--- src/rtl/ofl_pkg.sv ---
package ofl_pkg;

    // Word pointer of the parallel access sequence
    typedef enum logic [1:0] {
        SEQ_AE_LO = 2'd0,
        SEQ_AE_HI = 2'd1,
        SEQ_AF_LO = 2'd2,
        SEQ_AF_HI = 2'd3
    } seq_state_e;

    // Offset-side operation decoded from the control inputs
    typedef enum logic [2:0] {
        OP_IDLE   = 3'd0,
        OP_SHIFT  = 3'd1,
        OP_PWRITE = 3'd2,
        OP_PREAD  = 3'd3,
        OP_MEM    = 3'd4
    } op_e;

endpackage

--- src/rtl/ofl_decode.sv ---
module ofl_decode
    import ofl_pkg::*;
(
    input  logic load,
    input  logic wr_n,
    input  logic rd_n,
    input  logic sh_n,
    output op_e  op,
    output logic mem_wr,
    output logic mem_rd
);

    // Write enable outranks read enable, which outranks the serial step
    always_comb begin
        op = OP_IDLE;
        if (load) begin
            op = OP_MEM;
        end else if (!wr_n) begin
            op = OP_PWRITE;
        end else if (!rd_n) begin
            op = OP_PREAD;
        end else if (!sh_n) begin
            op = OP_SHIFT;
        end
    end

    always_comb begin
        mem_wr = load && !wr_n;
        mem_rd = load && !rd_n;
    end

endmodule

--- src/rtl/ofl_seq_fsm.sv ---
module ofl_seq_fsm
    import ofl_pkg::*;
(
    input  logic clk,
    input  logic mrst_n,
    input  logic narrow,
    input  logic load,
    input  logic step,
    output logic sel_af,
    output logic sel_hi
);

    seq_state_e state_q;
    seq_state_e state_d;

    // Next-state selection
    always_comb begin
        state_d = state_q;
        if (load) begin
            state_d = SEQ_AE_LO;
        end else if (step) begin
            unique case (state_q)
                SEQ_AE_LO: state_d = narrow ? SEQ_AE_HI : SEQ_AF_LO;
                SEQ_AE_HI: state_d = SEQ_AF_LO;
                SEQ_AF_LO: state_d = narrow ? SEQ_AF_HI : SEQ_AE_LO;
                SEQ_AF_HI: state_d = SEQ_AE_LO;
            endcase
        end
    end

    // State register
    always_ff @(posedge clk) begin
        if (!mrst_n) begin
            state_q <= SEQ_AE_LO;
        end else begin
            state_q <= state_d;
        end
    end

    // Outputs derived from the current state
    always_comb begin
        sel_af = 1'b0;
        sel_hi = 1'b0;
        unique case (state_q)
            SEQ_AE_LO: begin sel_af = 1'b0; sel_hi = 1'b0; end
            SEQ_AE_HI: begin sel_af = 1'b0; sel_hi = 1'b1; end
            SEQ_AF_LO: begin sel_af = 1'b1; sel_hi = 1'b0; end
            SEQ_AF_HI: begin sel_af = 1'b1; sel_hi = 1'b1; end
        endcase
    end

endmodule

--- src/rtl/ofl_serial_ctr.sv ---
module ofl_serial_ctr #(
    parameter int OFS_W = 15,
    parameter int CNT_W = $clog2(2 * OFS_W)
) (
    input  logic             clk,
    input  logic             mrst_n,
    input  logic             narrow,
    input  logic             shift_req,
    input  logic             ser_clk,
    output logic             shift_fire,
    output logic [CNT_W-1:0] bit_idx
);

    localparam logic [CNT_W-1:0] LAST_N = CNT_W'(2 * OFS_W - 1);
    localparam logic [CNT_W-1:0] LAST_W = CNT_W'(2 * (OFS_W - 1) - 1);

    logic             ser_clk_q;
    logic [CNT_W-1:0] idx_q;
    logic [CNT_W-1:0] last_idx;

    always_ff @(posedge clk) begin
        if (!mrst_n) begin
            ser_clk_q <= 1'b0;
        end else begin
            ser_clk_q <= ser_clk;
        end
    end

    always_comb begin
        shift_fire = shift_req && ser_clk && !ser_clk_q;
        last_idx   = narrow ? LAST_N : LAST_W;
    end

    always_ff @(posedge clk) begin
        if (!mrst_n) begin
            idx_q <= '0;
        end else if (shift_fire) begin
            idx_q <= (idx_q == last_idx) ? '0 : idx_q + 1'b1;
        end
    end

    assign bit_idx = idx_q;

endmodule

--- src/rtl/ofl_offset_loader.sv ---
module ofl_offset_loader
    import ofl_pkg::*;
#(
    parameter int DATA_W = 18,
    parameter int OFS_W  = 15,
    parameter int AE_DEF = 7,
    parameter int AF_DEF = 7
) (
    input  logic              clk,
    input  logic              mrst_n,
    input  logic              cfg_serial,
    input  logic              cfg_narrow,
    input  logic              load,
    input  logic              wr_n,
    input  logic              rd_n,
    input  logic              sh_n,
    input  logic              ser_clk,
    input  logic              ser_din,
    input  logic [DATA_W-1:0] bus_din,
    output logic [OFS_W-1:0]  offset_ae,
    output logic [OFS_W-1:0]  offset_af,
    output logic [DATA_W-1:0] bus_dout,
    output logic              mem_wr,
    output logic              mem_rd
);

    localparam int NARROW_W   = DATA_W / 2;
    localparam int HI_W       = OFS_W - NARROW_W;
    localparam int WIDE_OFS_W = OFS_W - 1;
    localparam int CNT_W      = $clog2(2 * OFS_W);
    localparam int POS_W      = $clog2(OFS_W);
    localparam logic [CNT_W-1:0] HALF_N = CNT_W'(OFS_W);
    localparam logic [CNT_W-1:0] HALF_W = CNT_W'(WIDE_OFS_W);

    logic mode_ser_q;
    logic mode_nar_q;
    op_e  op;
    logic par_wr;
    logic par_rd;
    logic shift_req;
    logic shift_fire;
    logic sel_af;
    logic sel_hi;
    logic [CNT_W-1:0] bit_idx;
    logic [CNT_W-1:0] half;
    logic             ser_sel_af;
    logic [POS_W-1:0] ser_pos;
    logic [OFS_W-1:0] offs_q [2];
    logic [OFS_W-1:0] cur_ofs;
    logic [DATA_W-1:0] rd_word;
    logic [DATA_W-1:0] dout_q;
    logic unused_din_hi;

    // Reset-time configuration capture
    always_ff @(posedge clk) begin
        if (!mrst_n) begin
            mode_ser_q <= cfg_serial;
            mode_nar_q <= cfg_narrow;
        end
    end

    ofl_decode dec_i (
        .load   (load),
        .wr_n   (wr_n),
        .rd_n   (rd_n),
        .sh_n   (sh_n),
        .op     (op),
        .mem_wr (mem_wr),
        .mem_rd (mem_rd)
    );

    always_comb begin
        par_wr    = (op == OP_PWRITE) && !mode_ser_q;
        par_rd    = (op == OP_PREAD);
        shift_req = (op == OP_SHIFT) && mode_ser_q;
    end

    ofl_seq_fsm fsm_i (
        .clk    (clk),
        .mrst_n (mrst_n),
        .narrow (mode_nar_q),
        .load   (load),
        .step   (par_wr || par_rd),
        .sel_af (sel_af),
        .sel_hi (sel_hi)
    );

    ofl_serial_ctr #(
        .OFS_W (OFS_W),
        .CNT_W (CNT_W)
    ) ctr_i (
        .clk        (clk),
        .mrst_n     (mrst_n),
        .narrow     (mode_nar_q),
        .shift_req  (shift_req),
        .ser_clk    (ser_clk),
        .shift_fire (shift_fire),
        .bit_idx    (bit_idx)
    );

    // Serial index split into offset select and bit position
    always_comb begin
        half       = mode_nar_q ? HALF_N : HALF_W;
        ser_sel_af = (bit_idx >= half);
        ser_pos    = POS_W'(ser_sel_af ? (bit_idx - half) : bit_idx);
    end

    // One register per offset: index 0 almost-empty, index 1 almost-full
    for (genvar g = 0; g < 2; g++) begin : g_ofs
        localparam logic [OFS_W-1:0] DEF_V = (g == 0) ? OFS_W'(AE_DEF) : OFS_W'(AF_DEF);
        localparam logic IS_AF = (g == 1);

        always_ff @(posedge clk) begin
            if (!mrst_n) begin
                offs_q[g] <= DEF_V;
            end else if (shift_fire && (ser_sel_af == IS_AF)) begin
                offs_q[g][ser_pos] <= ser_din;
            end else if (par_wr && (sel_af == IS_AF)) begin
                if (mode_nar_q) begin
                    if (sel_hi) begin
                        offs_q[g][OFS_W-1:NARROW_W] <= bus_din[HI_W-1:0];
                    end else begin
                        offs_q[g][NARROW_W-1:0] <= bus_din[NARROW_W-1:0];
                    end
                end else begin
                    offs_q[g] <= {1'b0, bus_din[WIDE_OFS_W-1:0]};
                end
            end
        end
    end

    assign offset_ae = offs_q[0];
    assign offset_af = offs_q[1];

    // Read-back word selection
    always_comb begin
        cur_ofs = sel_af ? offs_q[1] : offs_q[0];
        if (mode_nar_q) begin
            rd_word = sel_hi ? DATA_W'(cur_ofs[OFS_W-1:NARROW_W])
                             : DATA_W'(cur_ofs[NARROW_W-1:0]);
        end else begin
            rd_word = DATA_W'(cur_ofs[WIDE_OFS_W-1:0]);
        end
    end

    always_ff @(posedge clk) begin
        if (!mrst_n) begin
            dout_q <= '0;
        end else if (par_rd) begin
            dout_q <= rd_word;
        end
    end

    assign bus_dout      = dout_q;
    assign unused_din_hi = ^bus_din[DATA_W-1:WIDE_OFS_W];

endmodule

--- config.mk ---
export PLATFORM = sky130hd
export DESIGN_NAME = ofl_offset_loader
export DESIGN_NICKNAME = d
export VERILOG_FILES = /design/src/rtl/ofl_pkg.sv /design/src/rtl/ofl_decode.sv /design/src/rtl/ofl_seq_fsm.sv /design/src/rtl/ofl_serial_ctr.sv /design/src/rtl/ofl_offset_loader.sv
export SDC_FILE = /design/constraint.sdc
export NUM_CORES = 1
export LEC_CHECK = 0
export ABC_AREA = 1
export BUFFER_PORTS_ARGS = -buffer_cell sky130_fd_sc_hd__buf_2
export CORE_UTILIZATION = 40
export CTS_CLUSTER_DIAMETER = 80
export CTS_CLUSTER_SIZE = 20
export DETAILED_ROUTE_END_ITERATION = 8
export GPL_TIMING_DRIVEN = 0
export PLACE_DENSITY = 0.68
export SYNTH_ARGS = -nofsm -noshare
export SYNTH_HDL_FRONTEND = slang
export SYNTH_SLANG_ARGS = --single-unit
export TNS_END_PERCENT = 10
--- constraint.sdc ---
create_clock -name clk -period 2.6 [get_ports clk]
set_clock_uncertainty 0.1 [all_clocks]
set_input_delay 0.78 -clock clk [delete_from_list [all_inputs] [get_ports clk]]
set_output_delay 0.78 -clock clk [all_outputs]
set_load 0.05 [all_outputs]
# After elaboration in Yosys (flattened, before gate mapping)
# Memory sizes are Yosys's and may differ from the RTL's.
# Cells that the tools add are included.
word_totals:
  ff_bits: 28
  mem_bits_rw: 30
  in_bits: 28
  word_cells: 278
  mem_count: 1
mem_list:
  columns: ["memory", "words", "word_bits", "rd", "rd_ports_with_merged_regs", "write_ports", "line_no", "rtl"]
  rows:
  - ["offs_q", 2, 15, 2, 0, 2, "ofl_offset_loader.sv:48", "logic [OFS_W-1:0] offs_q [2];"]
classes:
  n_addsub: 2
  n_lt_le_gt_ge: 3
  n_eq_ne: 7
  n_mux: 144
  bitwise_logic: 93
  n_reduce_logical: 22
ops:
  columns: ["op", "n"]
  rows:
  - ["two-way mux 1 bit", 127]
  - ["bitwise OR 1 bit", 90]
  - ["two-way mux 15 bit", 3]
  - ["two-way mux 14 bit", 1]
  - ["two-way mux 3 bit", 4]
  - ["logical AND 1 bit", 11]
  - ["OR reduction 2 bit", 5]
  - ["two-way mux 9 bit", 1]
  - ["one-hot mux 2 bit (4 select lines)", 1]
  - ["equality test 3 x 2 -> 1 bit, second input constant", 2]
  - ["adder 5 x 1 -> 5 bit, second input constant", 1]
  - ["equality test 5 bit", 1]
  - [">= comparator 5 x 4 -> 1 bit", 1]
  - ["less-than comparator 4 x 5 -> 1 bit, second input constant", 1]
  - ["two-way mux 5 bit", 1]
  - ["demux 1 bit (select 4 bit)", 1]
  - ["equality test 2 bit, second input constant", 2]
  - [">= comparator 4 x 1 -> 1 bit, second input constant", 1]
  - ["zero test 1 bit", 4]
  - ["two-way mux 2 bit", 2]
  - ["two-way mux 4 bit", 1]
  - ["one-hot mux 1 bit (2 select lines)", 2]
  - ["subtractor 4 bit", 1]
  - ["equality test 3 x 1 -> 1 bit, second input constant", 1]
  - ["other kinds (4)", 6]

# Longest topological paths before layout
depth:
  ltp_word: 15
  ltp_mapped: 12

# Modules after synthesis
# Synthesis repeated with hierarchy kept, for this count alone.
hier_totals:
  hier_cells: 512
  hier_area_um2: 3550.9
by_module_without_submodules:
  columns: ["module", "n_inst", "cells_per_inst", "area_per_inst_um2", "seq_area_each_um2"]
  rows:
  - ["ofl_offset_loader", 1, 440, 3066.7, 1241.2]
  - ["ofl_serial_ctr", 1, 47, 329.1, 120.1]
  - ["ofl_seq_fsm", 1, 16, 116.4, 40.0]
  - ["ofl_decode", 1, 9, 38.8, 0.0]

# Worst setup path before layout
# No wires, ideal clock.
synth_timing:
  path_type: "input-to-output"
  startpoint: "in load"
  endpoint: "out mem_rd"
  arrival_ns: 1.467
  required_ns: 1.720
  slack_ns: 0.253
  path_stages: 2
  cell_sequence: "inv_1 nor2_1"
synth_via:
  elab_chain_cells: 1
synth_lines:
  columns: ["element", "line_no", "rtl"]
  rows:
  - ["from (decl)", "ofl_offset_loader.sv:13", "input logic load,"]
  - ["logical AND 1 bit", "ofl_decode.sv:29", "mem_rd = load && !rd_n;"]
  - ["to (decl)", "ofl_offset_loader.sv:24", "output logic mem_rd"]
# No other way between the ends.

==> results.ini <==
[route]
drtIter0Drc=258
dr.pass1.iters=5
drt-vias-per-instance=5.19
wire_per_inst_um=15.0
wirelength_mm=9.74
ant_nets=0
drc=0
vias=3379

[synthesis]
synth_cells=468
ys_seq_area_share_pct=40.8
synth_cell_types=35
avgSynthCellArea_um2=7.34
synth_top_cell_area_share_pct=28.0
yosys_warnings=0
ys.flop_type=edfxtp_1
yosysTopAreaCell=edfxtp_1
synth_enable_flop_cells=32
yosys-top-cells-area=edfxtp_1, nand2_1, dfxtp_1, nand3_1, nor2_1
async_flop_share_pct=0
syn-cell-area_um2=3430
synth-seq-cells=54

[sta]
finalCritPeriodShare_pct=91.4
fmax_mhz=421
period_needed_ns=2.38
worst_pin_slew_ns=0.713
hold_viol_final=0
setup_tns_ns=0
finalSetupViolCount=0
max_slew_margin_pct=52.2
finalMaxSlewViolations=0
rsz0062_at_grt=false
worst_slack_ns=0.224
whs_ns=0.371

[worst_setup_path]
regToRegSetupSlack_ns=0.22
r2r_start=mode_nar_q$_DFFE_PN_
cp_max_fo=6
crit_top_cell=nand2_1
critPathSlowestCell=edfxtp_1
crit_buf_inv=1
start_kind=flop
crit_path_start=mode_nar_q$_DFFE_PN_
required_ns=2.54
arrival_ns=2.31
cp_cell_sequence=ha_4 > inv_1 > ha_1 > xor2_1 > nand2_2 > nand2_4 > nand2_1 > nor2_1 > nand2_1 > nand2_1
crit_path_end_kind=flop
cp_top_family=simple AND/OR/NAND/NOR gates
critPathKind=flop to flop
critical-path-max-stage-delay_ns=0.56

[final_layout]
area_growth_pct=17.6
nets=576
final_util_pct=48.9
design_area_um2=4040
diodes=0
drive_gt1_share_pct=24.0
regArea_um2=1400
multiInputGateArea_um2=1780
fillerInstances=821
layout_common_cells=nand2_1, buf_2, nor2_1, nand3_1, inv_1
layout.cells.most_common=nand2_1

[clock_tree]
cts_tree=built
clkTransAtPathRegs_ns=0.11
clock_latency_ns=0.32
clockRootBuffer=clkbuf_8
cts_resized=0
clock-sinks=54
cts_setup_buffers=0
clockBufferDepth=2
htree_levels=2
postCtsHoldBufs=0
numCtsBuffers=5

[global_routing]
grt_max_degree=19
antenna_found_initial=0
grt_pass1_wl_mm=15.2
grt-ovfl-total=0
grt_usage_pct=22.4
grt_pass1_vias=3144

[hold_path]
holdCritPathClass=flop to flop
min_from=bus_dout[7]$_SDFFE_PN0N_

[floorplan]
start_util_pct=41.6
placementRows=33
fp.dieH_um=94.7
core-area_um2=8260
dieArea_um2=8960
die_w_um=94.7
num_io_pins=78

[place]
place_area_um2=3910
gp_congestion=0.899
numPortBuffers=67
place_ws_ns=0.00758
dpl.hpwl_mm=7.69

[outcome]
status=complete, no violations

[power_and_ir_drop]
powerDensity_nw_per_um2=452
ir_worst_vdd_uv=260
p_leak_uw=0.00185

[flow_run]
maxCapViolCount=0

==> per-layer routing <==
metal / wire length, µm / up-vias / GRT usage [%] / share of wire [%]
met1: 4020 / 1534 / 26.3 / 41
met2: 4650 / 145 / 38.5 / 48
met5: 0 / - / 0 / 0
met4: 399 / 0 / 12.5 / 4.1
met3: 675 / 24 / 3.62 / 6.9
li1: - / 1676 / - / -
==> tightest hold or removal path, delay by kind of cell, from the launching register on <==
family / cells / cell delay (ns)
flip-flops: 1 / 0.32
AND/OR/NAND/NOR: 1 / 0.06
AO/OA/AOI/OAI: 1 / 0.05
==> path summary, 6_finish.rpt <==
path                                                 end  cells after the start
worst min-delay path            bus_dout[7]$_SDFFE_PN0N_                      2
worst max register to register   offs_q[0][13]$_DFFE_PP_                     10
worst max-delay path             offs_q[0][13]$_DFFE_PP_                     10
worst min register to register  bus_dout[7]$_SDFFE_PN0N_                      2
==> synth_stat cells (2+ instances only) <==
cell / count
inv_1: 33
buf_4: 5
nand3_2: 4
nand2_1: 154
nand4_1: 5
o21ai_0: 17
nand3_1: 40
dfxtp_1: 22
buf_1: 2
nor2_4: 4
o21bai_1: 2
o22ai_1: 5
a21oi_2: 2
xor2_1: 3
o21ai_1: 13
nand2_4: 3
buf_6: 5
ha_1: 3
a21oi_1: 23
nor2_2: 11
inv_2: 4
edfxtp_1: 32
clkbuf_1: 8
nor2_1: 42
nor3_4: 2
nand2_2: 10
nor3_1: 6
==> area by class of cell <==
class / instances / area share [%]
Clock buffer: 6 / 2.32
Multi-Input combinational cell: 359 / 44.2
Buffer: 21 / 3.38
Inverter: 37 / 3.44
Sequential cell: 54 / 34.7
Clock inverter: 2 / 0.434
Timing Repair Buffer: 67 / 8.30
Tap cell: 105 / 3.25
==> state kept, by name, indices dropped and copies added (netlist names) <==
signal and cells:
offs_q 30, bus_dout 14, ctr_i.bit_idx 5, fsm_i.state_q 2, ctr_i.ser_clk_q 1, mode_nar_q 1, mode_ser_q 1
==> cells by family (layout without fill, tap and decap cells) <==
logic type / Yosys count / in the layout / share of synthesized area (%)
and+or+nand+nor: 284 / 284 / 39.0
AOI/OAI and AO/OA: 65 / 65 / 10.2
buffers and inverters: 58 / 133 / 8.01
DFF: 54 / 54 / 40.8
adders and majority gates: 3 / 3 / 1.09
xor gates and xnor gates: 3 / 3 / 0.765
other: 1 / 4 / 0.109
==> stage by stage <==
| step | total power (µW) | std cells |
|---|---|---|
| floorplan | 1180 | 471 |
| global placement | 1270 | 643 |
| detailed placement | 1280 | 643 |
| CTS | 1820 | 651 |
| global route | 1890 | 651 |
| finish | 1830 | 651 |
==> power by group <==
group          total [µW]  internal, µW  switching [µW]  leakage (µW)
clock network         565           256             309     0.0000588
registers             953           934            19.8      0.000493
logic                 307          72.5             234       0.00129
(Power assumes the default switching activity.)
